**src/rtl/sram_lane_pkg.sv**
```systemverilog
package sram_lane_pkg;
  typedef enum logic [1:0] {
    PH_IDLE   = 2'd0,
    PH_SETUP  = 2'd1,
    PH_STROBE = 2'd2,
    PH_HOLD   = 2'd3
  } phase_e;

  function automatic int unsigned ceil_div(input int unsigned n, input int unsigned d);
    return (n + d - 1) / d;
  endfunction

  function automatic int unsigned at_least_one(input int unsigned v);
    return (v == 0) ? 1 : v;
  endfunction

  function automatic int unsigned max2(input int unsigned a, input int unsigned b);
    return (a > b) ? a : b;
  endfunction
endpackage

```
**src/rtl/sram_req_latch.sv**
```systemverilog
module sram_req_latch #(
  parameter int unsigned ADDR_W = 20,
  parameter int unsigned DATA_W = 32,
  parameter int unsigned LANES  = 4
) (
  input  logic              clk_i,
  input  logic              rst_ni,
  input  logic              start_i,
  input  logic              rd_i,
  input  logic [ADDR_W-1:0] addr_i,
  input  logic [DATA_W-1:0] wdata_i,
  input  logic [LANES-1:0]  strb_i,
  output logic              rd_q_o,
  output logic              rd_nxt_o,
  output logic [LANES-1:0]  strb_nxt_o,
  output logic [ADDR_W-1:0] addr_q_o,
  output logic [DATA_W-1:0] wdata_q_o
);
  logic [LANES-1:0] strb_q;

  always_ff @(posedge clk_i or negedge rst_ni) begin
    if (!rst_ni) begin
      rd_q_o    <= 1'b1;
      strb_q    <= '0;
      addr_q_o  <= '0;
      wdata_q_o <= '0;
    end else if (start_i) begin
      rd_q_o    <= rd_i;
      strb_q    <= strb_i;
      addr_q_o  <= addr_i;
      wdata_q_o <= wdata_i;
    end
  end

  // next-cycle view so registered strobes line up with the phase register
  assign rd_nxt_o   = start_i ? rd_i   : rd_q_o;
  assign strb_nxt_o = start_i ? strb_i : strb_q;
endmodule

```
**src/rtl/sram_phase_fsm.sv**
```systemverilog
module sram_phase_fsm
  import sram_lane_pkg::*;
#(
  parameter int unsigned SETUP_CYC = 1,
  parameter int unsigned WR_CYC    = 4,
  parameter int unsigned RD_CYC    = 3,
  parameter int unsigned WR_HOLD   = 1,
  parameter int unsigned RD_HOLD   = 2,
  parameter int unsigned CNT_W     = 3
) (
  input  logic   clk_i,
  input  logic   rst_ni,
  input  logic   start_i,
  input  logic   rd_i,
  output phase_e phase_q_o,
  output phase_e phase_d_o,
  output logic   last_o
);
  phase_e           phase_q, phase_d;
  logic [CNT_W-1:0] cnt_q, cnt_d;

  always_comb begin
    phase_d = phase_q;
    cnt_d   = cnt_q;
    unique case (phase_q)
      PH_IDLE: if (start_i) begin
        phase_d = PH_SETUP;
        cnt_d   = CNT_W'(SETUP_CYC - 1);
      end
      PH_SETUP: if (cnt_q == '0) begin
        phase_d = PH_STROBE;
        cnt_d   = rd_i ? CNT_W'(RD_CYC - 1) : CNT_W'(WR_CYC - 1);
      end else cnt_d = cnt_q - 1'b1;
      PH_STROBE: if (cnt_q == '0) begin
        phase_d = PH_HOLD;
        cnt_d   = rd_i ? CNT_W'(RD_HOLD - 1) : CNT_W'(WR_HOLD - 1);
      end else cnt_d = cnt_q - 1'b1;
      PH_HOLD: if (cnt_q == '0) phase_d = PH_IDLE;
               else cnt_d = cnt_q - 1'b1;
      default: phase_d = PH_IDLE;
    endcase
  end

  always_ff @(posedge clk_i or negedge rst_ni) begin
    if (!rst_ni) begin
      phase_q <= PH_IDLE;
      cnt_q   <= '0;
    end else begin
      phase_q <= phase_d;
      cnt_q   <= cnt_d;
    end
  end

  assign phase_q_o = phase_q;
  assign phase_d_o = phase_d;
  assign last_o    = (cnt_q == '0);

  assert_idle_waits_R2: assert property (@(posedge clk_i) disable iff (!rst_ni)
    (phase_q == PH_IDLE && !start_i) |=> phase_q == PH_IDLE);
  assert_hold_ends_R2: assert property (@(posedge clk_i) disable iff (!rst_ni)
    (phase_q == PH_HOLD && cnt_q == '0) |=> phase_q == PH_IDLE);
  assert_setup_first_R3: assert property (@(posedge clk_i) disable iff (!rst_ni)
    (phase_q == PH_STROBE) |-> $past(phase_q) inside {PH_SETUP, PH_STROBE});
endmodule

```
**src/rtl/sram_lane_drv.sv**
```systemverilog
module sram_lane_drv
  import sram_lane_pkg::*;
#(
  parameter int unsigned LANES   = 4,
  parameter int unsigned WR_CYC  = 4,
  parameter int unsigned REL_CYC = 2,
  parameter int unsigned CNT_W   = 3
) (
  input  logic             clk_i,
  input  logic             rst_ni,
  input  phase_e           phase_d_i,
  input  logic             rd_nxt_i,
  input  logic [LANES-1:0] strb_nxt_i,
  output logic [LANES-1:0] cs_no,
  output logic             we_no,
  output logic             oe_no,
  output logic             dq_oe_o
);
  logic strobe_d;
  assign strobe_d = (phase_d_i == PH_STROBE);

  for (genvar g = 0; g < LANES; g++) begin : g_lane
    always_ff @(posedge clk_i or negedge rst_ni) begin
      if (!rst_ni) cs_no[g] <= 1'b1;
      else         cs_no[g] <= !(strobe_d && (rd_nxt_i || strb_nxt_i[g]));
    end
  end

  always_ff @(posedge clk_i or negedge rst_ni) begin
    if (!rst_ni) begin
      we_no   <= 1'b1;
      oe_no   <= 1'b1;
      dq_oe_o <= 1'b0;
    end else begin
      we_no   <= !(strobe_d && !rd_nxt_i);
      oe_no   <= !(strobe_d && rd_nxt_i);
      dq_oe_o <= !rd_nxt_i && (phase_d_i == PH_SETUP || phase_d_i == PH_STROBE);
    end
  end

  // checker counters: write pulse length, cycles since output enable released
  logic [CNT_W-1:0] we_lo_q, oe_hi_q;
  always_ff @(posedge clk_i or negedge rst_ni) begin
    if (!rst_ni) begin
      we_lo_q <= '0;
      oe_hi_q <= CNT_W'(REL_CYC);
    end else begin
      we_lo_q <= !we_no ? ((we_lo_q == '1) ? we_lo_q : we_lo_q + 1'b1) : '0;
      oe_hi_q <= !oe_no ? '0
               : ((oe_hi_q >= CNT_W'(REL_CYC)) ? oe_hi_q : oe_hi_q + 1'b1);
    end
  end

  assert_we_excl_oe_R4: assert property (@(posedge clk_i) disable iff (!rst_ni)
    !we_no |-> oe_no);
  assert_wpulse_len_R4: assert property (@(posedge clk_i) disable iff (!rst_ni)
    $rose(we_no) |-> we_lo_q >= CNT_W'(WR_CYC));
  assert_drive_after_release_R9: assert property (@(posedge clk_i) disable iff (!rst_ni)
    dq_oe_o |-> (oe_no && oe_hi_q >= CNT_W'(REL_CYC)));
  assert_read_all_lanes_R7: assert property (@(posedge clk_i) disable iff (!rst_ni)
    !oe_no |-> (cs_no == '0 && !dq_oe_o));
endmodule

```
**src/rtl/sram_rd_capture.sv**
```systemverilog
module sram_rd_capture
  import sram_lane_pkg::*;
#(
  parameter int unsigned DATA_W = 32
) (
  input  logic              clk_i,
  input  logic              rst_ni,
  input  phase_e            phase_q_i,
  input  logic              last_i,
  input  logic              rd_i,
  input  logic [DATA_W-1:0] dq_i,
  output logic              valid_o,
  output logic [DATA_W-1:0] data_o
);
  logic cap;
  assign cap = (phase_q_i == PH_STROBE) && last_i && rd_i;

  always_ff @(posedge clk_i or negedge rst_ni) begin
    if (!rst_ni) begin
      valid_o <= 1'b0;
      data_o  <= '0;
    end else begin
      valid_o <= cap;
      if (cap) data_o <= dq_i;
    end
  end

  assert_valid_pulse_R8: assert property (@(posedge clk_i) disable iff (!rst_ni)
    valid_o |=> !valid_o);
  assert_data_steady_R8: assert property (@(posedge clk_i) disable iff (!rst_ni)
    !$past(cap) |-> $stable(data_o));
endmodule

```
**src/rtl/sram_lane_ctrl.sv**
```systemverilog
module sram_lane_ctrl
  import sram_lane_pkg::*;
#(
  parameter int unsigned ADDR_W        = 20,
  parameter int unsigned LANES         = 4,
  parameter int unsigned LANE_W        = 8,
  parameter int unsigned CLK_PS        = 4000,
  parameter int unsigned T_ASETUP_PS   = 0,
  parameter int unsigned T_ACCESS_PS   = 12000,
  parameter int unsigned T_WPULSE_PS   = 15000,
  parameter int unsigned T_WRECOV_PS   = 0,
  parameter int unsigned T_RELEASE_PS  = 7000,
  localparam int unsigned DATA_W       = LANES * LANE_W
) (
  input  logic              clk_i,
  input  logic              rst_ni,
  input  logic              req_valid_i,
  output logic              req_ready_o,
  input  logic              req_rd_i,
  input  logic [ADDR_W-1:0] req_addr_i,
  input  logic [DATA_W-1:0] req_wdata_i,
  input  logic [LANES-1:0]  req_strb_i,
  output logic              rd_valid_o,
  output logic [DATA_W-1:0] rd_data_o,
  output logic [ADDR_W-1:0] mem_addr_o,
  output logic [LANES-1:0]  mem_cs_no,
  output logic              mem_we_no,
  output logic              mem_oe_no,
  output logic [DATA_W-1:0] mem_dq_o,
  output logic              mem_dq_oe_o,
  input  logic [DATA_W-1:0] mem_dq_i
);
  localparam int unsigned SETUP_CYC = at_least_one(ceil_div(T_ASETUP_PS, CLK_PS));
  localparam int unsigned WR_CYC    = at_least_one(ceil_div(T_WPULSE_PS, CLK_PS));
  localparam int unsigned RD_CYC    = at_least_one(ceil_div(T_ACCESS_PS, CLK_PS));
  localparam int unsigned WR_HOLD   = at_least_one(ceil_div(T_WRECOV_PS, CLK_PS));
  localparam int unsigned RD_HOLD   = at_least_one(ceil_div(T_RELEASE_PS, CLK_PS));
  localparam int unsigned MAX_CYC   = max2(max2(SETUP_CYC, WR_CYC),
                                           max2(max2(RD_CYC, WR_HOLD), RD_HOLD));
  localparam int unsigned CNT_W     = $clog2(MAX_CYC + 2);

  phase_e           phase_q, phase_d;
  logic             last, start, rd_q, rd_nxt;
  logic [LANES-1:0] strb_nxt;

  assign req_ready_o = (phase_q == PH_IDLE);
  assign start       = req_valid_i && req_ready_o;

  sram_req_latch #(.ADDR_W(ADDR_W), .DATA_W(DATA_W), .LANES(LANES)) u_latch (
    .clk_i, .rst_ni, .start_i(start), .rd_i(req_rd_i), .addr_i(req_addr_i),
    .wdata_i(req_wdata_i), .strb_i(req_strb_i), .rd_q_o(rd_q), .rd_nxt_o(rd_nxt),
    .strb_nxt_o(strb_nxt), .addr_q_o(mem_addr_o), .wdata_q_o(mem_dq_o)
  );

  sram_phase_fsm #(
    .SETUP_CYC(SETUP_CYC), .WR_CYC(WR_CYC), .RD_CYC(RD_CYC),
    .WR_HOLD(WR_HOLD), .RD_HOLD(RD_HOLD), .CNT_W(CNT_W)
  ) u_fsm (
    .clk_i, .rst_ni, .start_i(start), .rd_i(rd_q),
    .phase_q_o(phase_q), .phase_d_o(phase_d), .last_o(last)
  );

  sram_lane_drv #(.LANES(LANES), .WR_CYC(WR_CYC), .REL_CYC(RD_HOLD), .CNT_W(CNT_W)) u_drv (
    .clk_i, .rst_ni, .phase_d_i(phase_d), .rd_nxt_i(rd_nxt), .strb_nxt_i(strb_nxt),
    .cs_no(mem_cs_no), .we_no(mem_we_no), .oe_no(mem_oe_no), .dq_oe_o(mem_dq_oe_o)
  );

  sram_rd_capture #(.DATA_W(DATA_W)) u_cap (
    .clk_i, .rst_ni, .phase_q_i(phase_q), .last_i(last), .rd_i(rd_q),
    .dq_i(mem_dq_i), .valid_o(rd_valid_o), .data_o(rd_data_o)
  );

  assert_addr_quiet_R3: assert property (@(posedge clk_i) disable iff (!rst_ni)
    !$stable(mem_addr_o) |-> ($past(&mem_cs_no) && (&mem_cs_no) && mem_we_no));
  assert_busy_no_accept_R2: assert property (@(posedge clk_i) disable iff (!rst_ni)
    !req_ready_o |=> $stable(mem_addr_o));
endmodule

```
**config.mk**
```make
export PLATFORM = sky130hd
export DESIGN_NAME = sram_lane_ctrl
export DESIGN_NICKNAME = d
export VERILOG_FILES = /design/src/rtl/sram_lane_pkg.sv /design/src/rtl/sram_req_latch.sv /design/src/rtl/sram_phase_fsm.sv /design/src/rtl/sram_lane_drv.sv /design/src/rtl/sram_rd_capture.sv /design/src/rtl/sram_lane_ctrl.sv
export SDC_FILE = /design/constraint.sdc
export NUM_CORES = 1
export LEC_CHECK = 0
export ABC_AREA = 1
export ABC_CLOCK_PERIOD_IN_PS = 2100
export BUFFER_PORTS_ARGS = -buffer_cell sky130_fd_sc_hd__buf_4
export CORE_ASPECT_RATIO = 0.7
export CORE_MARGIN = 1
export CORE_UTILIZATION = 47
export CTS_CLUSTER_DIAMETER = 100
export DETAILED_ROUTE_END_ITERATION = 6
export PLACE_DENSITY = 0.8
export SETUP_SLACK_MARGIN = 0.3
export SYNTH_ARGS = -nofsm -noshare
export SYNTH_HDL_FRONTEND = slang
export SYNTH_HIERARCHICAL = 1
export SYNTH_SLANG_ARGS = --single-unit
```
**constraint.sdc**
```tcl
create_clock -name clk_i -period 2.1 [get_ports clk_i]
set_input_delay 0 -clock clk_i [delete_from_list [all_inputs] [get_ports clk_i]]
set_output_delay 0 -clock clk_i [all_outputs]
set_load 0.05 [all_outputs]
```
* Word level (Yosys, flattened, before mapping)
Index checks and enable logic that the tools add are counted.
** Storage, ports and cells
- Register bits after elaboration :: 102
- Logic and storage cells :: 62
** Cells by class
- Add/sub/neg operators :: 1
- Equality and inequality tests :: 7
- Multiplexer cells :: 14
- Reduce and logical (&&, ||, !) cells :: 25
** Operator list (number)
- 3-bit 2-to-1 mux :: 4
- 3-bit case mux with 4 select lines :: 1
- 1-bit logical AND :: 10
- 2-bit 2-to-1 mux :: 4
- 2-bit case mux with 4 select lines :: 1
- 1-bit logical NOT :: 7
- 2-bit equality test (second input constant) :: 3
- 1-bit logical OR :: 5
- 2-bit by 1-bit equality test with 1-bit output (second input constant) :: 2
- 4-bit 2-to-1 mux :: 1
- 3-bit logical NOT :: 1
- 1-bit 2-to-1 mux :: 3
- 3-bit by 1-bit subtractor with 3-bit output (second input constant) :: 1
- 2-bit logical NOT :: 1
- 2-bit by 1-bit inequality test with 1-bit output (second input constant) :: 1
- 2-bit inequality test (second input constant) :: 1
- 2-bit AND reduction :: 1

* Logic depth before layout (Yosys ltp)
- Depth in word-level cells :: 7
- Gate-level depth with buffers :: 10

* By module
Netlist, hierarchy kept.
** By module, submodules not included
- sram_req_latch :: times used 1, cells an instance 241, area each 2145.8 sq um, sequential area each 1427.6 sq um
- sram_rd_capture :: times used 1, cells an instance 144, area each 1335.0 sq um, sequential area each 825.8 sq um
- sram_phase_fsm :: times used 1, cells an instance 44, area each 341.6 sq um, sequential area each 125.1 sq um
- sram_lane_drv :: times used 1, cells an instance 17, area each 234.0 sq um, sequential area each 182.7 sq um
- sram_lane_ctrl :: times used 1, cells an instance 6, area each 27.5 sq um, sequential area each 0.0 sq um

* Worst setup path before layout
OpenSTA, ideal clock, no wires.
- Path type :: register to register
- Start point :: reg u_fsm.phase_q[0] (netlist: u_fsm/phase_q_o[0])
- End point :: reg u_drv.cs_no[0]
- Arrival time :: 1.472 ns
- Data required time :: 2.021 ns
- Setup slack :: 0.550 ns
- Stages on the path, launching flop included :: 10
- Cell sequence :: dfrtp_1 inv_1 nand2_2 nor2_2 inv_2 buf_2 buf_4 nand2_1 nand2_1 o21ai_0
** RTL lines
- start, declared :: line sram_phase_fsm.sv:19 : phase_e phase_q, phase_d;
- start signal, assigned :: line sram_phase_fsm.sv:49 : phase_q <= phase_d;
- 2-bit logical NOT :: line sram_lane_ctrl.sv:46 : assign req_ready_o = (phase_q == PH_IDLE);
- 1-bit logical AND :: line sram_lane_ctrl.sv:47 : assign start = req_valid_i && req_ready_o;
- via start :: line sram_lane_ctrl.sv:43 : logic last, start, rd_q, rd_nxt;
- 1-bit 2-to-1 mux
- via rd_nxt :: line sram_lane_ctrl.sv:43
- 1-bit logical OR :: line sram_lane_drv.sv:25 : else cs_no[g] <= !(strobe_d && (rd_nxt_i || strb_nxt_i[g]));
- 1-bit logical AND :: line sram_lane_drv.sv:25
- 1-bit logical NOT :: line sram_lane_drv.sv:25
- end signal, assigned by index :: line sram_lane_drv.sv:25
- end, declared :: line sram_lane_drv.sv:14 : output logic [LANES-1:0] cs_no,
The timed path passes the listed nets, and every way through them passes these cells.
A chain may end at the register's enable or synchronous reset.

* Worst setup path in the final report
- Start point :: reg u_fsm.cnt_q[0]
- End point :: reg u_drv.dq_oe_o
** Between the ends
- Cells in the longest elaborated chain, start to end :: 6
** Ends and longest elaborated chain
- start, declared :: line sram_phase_fsm.sv:20 : logic [CNT_W-1:0] cnt_q, cnt_d;
- start signal, assigned :: line sram_phase_fsm.sv:50 : cnt_q <= cnt_d;
- 3-bit logical NOT (*) :: line sram_phase_fsm.sv:30, sram_phase_fsm.sv:34, sram_phase_fsm.sv:38
- 2-bit 2-to-1 mux, on equally long branches :: line sram_phase_fsm.sv:38, sram_phase_fsm.sv:30, sram_phase_fsm.sv:34
- 2-bit case mux with 4 select lines (*) :: line sram_phase_fsm.sv:25 : unique case (phase_q)
- via phase_d[0] :: line sram_lane_ctrl.sv:42 : phase_e phase_q, phase_d;
- 2-bit by 1-bit equality test with 1-bit output or 2-bit equality test (tied branches) :: line sram_lane_drv.sv:37 : dq_oe_o <= !rd_nxt_i && (phase_d_i == PH_SETUP || phase_d_i == PH_STROBE);
- 1-bit logical OR (*) :: line sram_lane_drv.sv:37
- 1-bit logical AND (*) :: line sram_lane_drv.sv:37
- end signal, assigned :: line sram_lane_drv.sv:37
- end, declared :: line sram_lane_drv.sv:17 : output logic dq_oe_o
The timed path passes the listed nets; every way through them passes the cells marked *.

==> results.txt <==
run status - complete, no violations
Cells after DPL - 744
top-count cell post-synth - nand2_1
number of global-route vias before repair - 4129
slew margin rel. - 67.7%
WHS Path Cells - 3
reg2reg path depth - 9
Hold Crit Endpoint - u_latch/rd_q_o
first-pass GRT wire length - 19900 µm
clock latency on the worst-skew pair - 0.33 ns
GR Util met2 - 51.5%
total global routing overflow - 0
cell taking the most area after synthesis - dfrtp_1
Least-Margin Pin Slew - 0.484 ns
reg2reg setup slack - 0.39 ns
Cell Pwr Density - 1740 nW/µm²
sequential share of the synthesized area - 62.7%
setup TNS - 0 ns
Die Wd - 113 µm
vias - 4255
die area - 9070 µm²
total power - 11800 µW
crit start category - flip-flop
min-delay src - req_rd_i
ys flop type - dfrtp_1
met3 global-route usage - 5.77%
max-cap check violation count - 0
TritonCTS buffer count - 9
Synth async-reset ratio - 100%
Hold/Removal Path Class - in2reg
VDD IR max - 0.866 mV
filler cell count - 508
Syn Inst Count - 452
Mapped Area - 4080 µm²
clock transition at the registers of the reported paths - 0.07 ns
cell area after layout - 6800 µm²
CP Class - reg2reg
Routed WL per cell - 15.2 µm
Leak Pwr - 0.00362 µW
Root Driver - clkbuf_16
Area Growth Syn to Fin - 66.5%
FF+latch count, synth - 102
RSZ-0062 raised after global routing - false
GRT busiest layer - met2
core region area - 8440 µm²
fraction of layout cells with a size suffix above 1 - 32.1%
Syn Area/Cell - 9.04 µm²
GP Congestion - 0.758
GRT Resource Usage Total - 28.5%
Finished Layout Cells - 850
Critical Path AT - 1.92 ns
EDFF count, synth - 0
Post-Route WL - 12900 µm
Finish-stage setup viols - 0
initial cell density of the core - 48.4%
antenna-violating nets left - 0
diode count - 0
Max FO, Critical Path - 6
# nets final - 821
TritonRoute pass-1 iters - 4
Period Utilization, post-route - 81.2%
Achievable Freq - 0.586 GHz
Post-Place Cell Area - 5570 µm²
DR iter-0 viols - 268
initial antenna violation count - 0
CTS tree - yes
Area contributors post-synth - dfrtp_1 (58%), nand2_1 (23%), nand3_1 (4.5%), dfstp_2 (4.5%), buf_4 (1.5%)
area fraction of the dominant cell type after synthesis - 58.2%
Final Max Tran Viols - 0
Yosys cell types - 22
DRC violations left - 0
clk sinks - 102
syn_nets - 547
clock buffer depth - 2
Vias per Instance - 5.01
R2R Path End - u_drv/dq_oe_o
Final Skew - 0.00774 ns
DP Wirelength - 7520 µm
I/O pin cnt - 185
Hold Fails Final Rpt - 0
M1 GR Usage - 32.9%
Post-synth top cells - nand2_1 (245), dfrtp_1 (95), nand3_1 (37)
Max H-tree Level - 3
Cell Rows - 28
worst r2r src - u_fsm/cnt_q[0]
Tmin final - 1.71 ns
Die H - 80.0 µm
pin count of the biggest net entering global routing - 46
Ys Warns - 6
Buffers on Ports - 184
CP Data Required Time - 2.31 ns
Critical Path Sink Type - flip-flop
[state kept, by name, summed over array words and instances (netlist names)]
signal,cells
u_latch/strb_q,4
u_fsm/cnt_q,3
u_drv/oe_no,1
u_cap/valid_o,1
u_drv/we_no,1
u_drv/cs_no,4
u_cap/data_o,32
u_fsm/phase_q_o,2
u_drv/dq_oe_o,1
u_latch/wdata_q_o,32
u_latch/addr_q_o,20
u_latch/rd_q_o,1
[cell usage in the layout (no fill, tap or decap), types with 2 or more instances in the layout]
| cell type | instances |
|---|---|
| nand2_1 | 244 |
| buf_4 | 192 |
| dfrtp_1 | 94 |
| dlygate4sd3_1 | 89 |
| nand3_1 | 37 |
| inv_1 | 14 |
| clkbuf_16 | 9 |
| o21ai_0 | 8 |
| dfstp_2 | 7 |
| nor2_1 | 4 |
| nand2_2 | 3 |
| nor2_4 | 2 |
| clkinvlp_4 | 2 |
| buf_12 | 2 |
| inv_4 | 2 |
| inv_2 | 2 |
| nor2_2 | 2 |
[stage by stage]
step / setup WS [ns] / utilization, % / hold WS (ns)
4_1_cts: 0.317 / 80.2 / 0.0242
3_3_place_gp: 0.301 / 66.0 / -0.0126
3_5_place_dp: 0.241 / 66.0 / -0.00899
5_1_grt: 0.302 / 80.5 / 0.0618
6_report: 0.395 / 80.5 / 0.0336
2_1_floorplan: 0.550 / - / -0.296
[critical path: stages, from the launching register on]
cell and delay (ns):
dfrtp_1 0.40, inv_2 0.11, ha_4 0.17, nand2_4 0.08
nand2_2 0.09, o21ai_0 0.09, mux2i_1 0.23, inv_1 0.08
ha_2 0.31, nor2_1 0.03
[repair_timing]
item | CTS | global route
buffers inserted | 2 | 0
hold endpoints to repair | 126 | 0
cloned | 0 | 0
setup endpoints to repair | 6 | 40
pin swaps | 1 | 1
gates resized for setup | 2 | 9
hold buffers | 89 | 0
[routing by layer]
| layer | vias to the layer above | wire length [µm] |
|---|---|---|
| met5 | - | 0 |
| met4 | 0 | 445 |
| met3 | 47 | 796 |
| met2 | 225 | 6570 |
| met1 | 2041 | 5080 |
| li1 | 1942 | - |
[cell type report]
| class | instances | area (µm²) | area share [%] |
|---|---|---|---|
| Inverter | 18 | 72.6 | 1.07 |
| Clock inverter | 5 | 58.8 | 0.865 |
| Tap cell | 120 | 150 | 2.21 |
| Sequential cell | 102 | 2560 | 37.7 |
| Multi-Input combinational cell | 311 | 1340 | 19.7 |
| Timing Repair Buffer | 284 | 2380 | 35.1 |
| Clock buffer | 10 | 229 | 3.37 |
[worst max path at each step]
stage | endpoint | startpoint | slack, ns | cells past startpoint
after floorplan | u_drv/cs_no[0] | u_fsm/phase_q_o[0] | 0.55 | 9
after global placement | u_drv/cs_no[1] | u_fsm/phase_q_o[1] | 0.30 | 7
after detailed placement | u_drv/cs_no[1] | u_fsm/phase_q_o[1] | 0.24 | 7
after CTS | u_drv/cs_no[1] | u_fsm/cnt_q[0] | 0.32 | 9
after global routing | u_drv/dq_oe_o | u_fsm/cnt_q[0] | 0.30 | 9
final | u_drv/dq_oe_o | u_fsm/cnt_q[0] | 0.39 | 9
[cell families (layout without fill, tap and decap cells)]
logic type | Yosys count | count (layout) | share of synthesized area (%)
buf+inv | 39 | 317 | 5.18
flops | 102 | 102 | 62.7
compound gates | 12 | 12 | 1.81
fa+ha+maj | 3 | 3 | 0.919
simple gates | 295 | 295 | 29.1
mux | 1 | 1 | 0.245
[where the power goes]
| part | internal (µW) | switching [µW] |
|---|---|---|
| Sequential | 2920 | 563 |
| Clock | 920 | 691 |
| Combinational | 1960 | 4800 |
(Power assumes the default switching activity.)
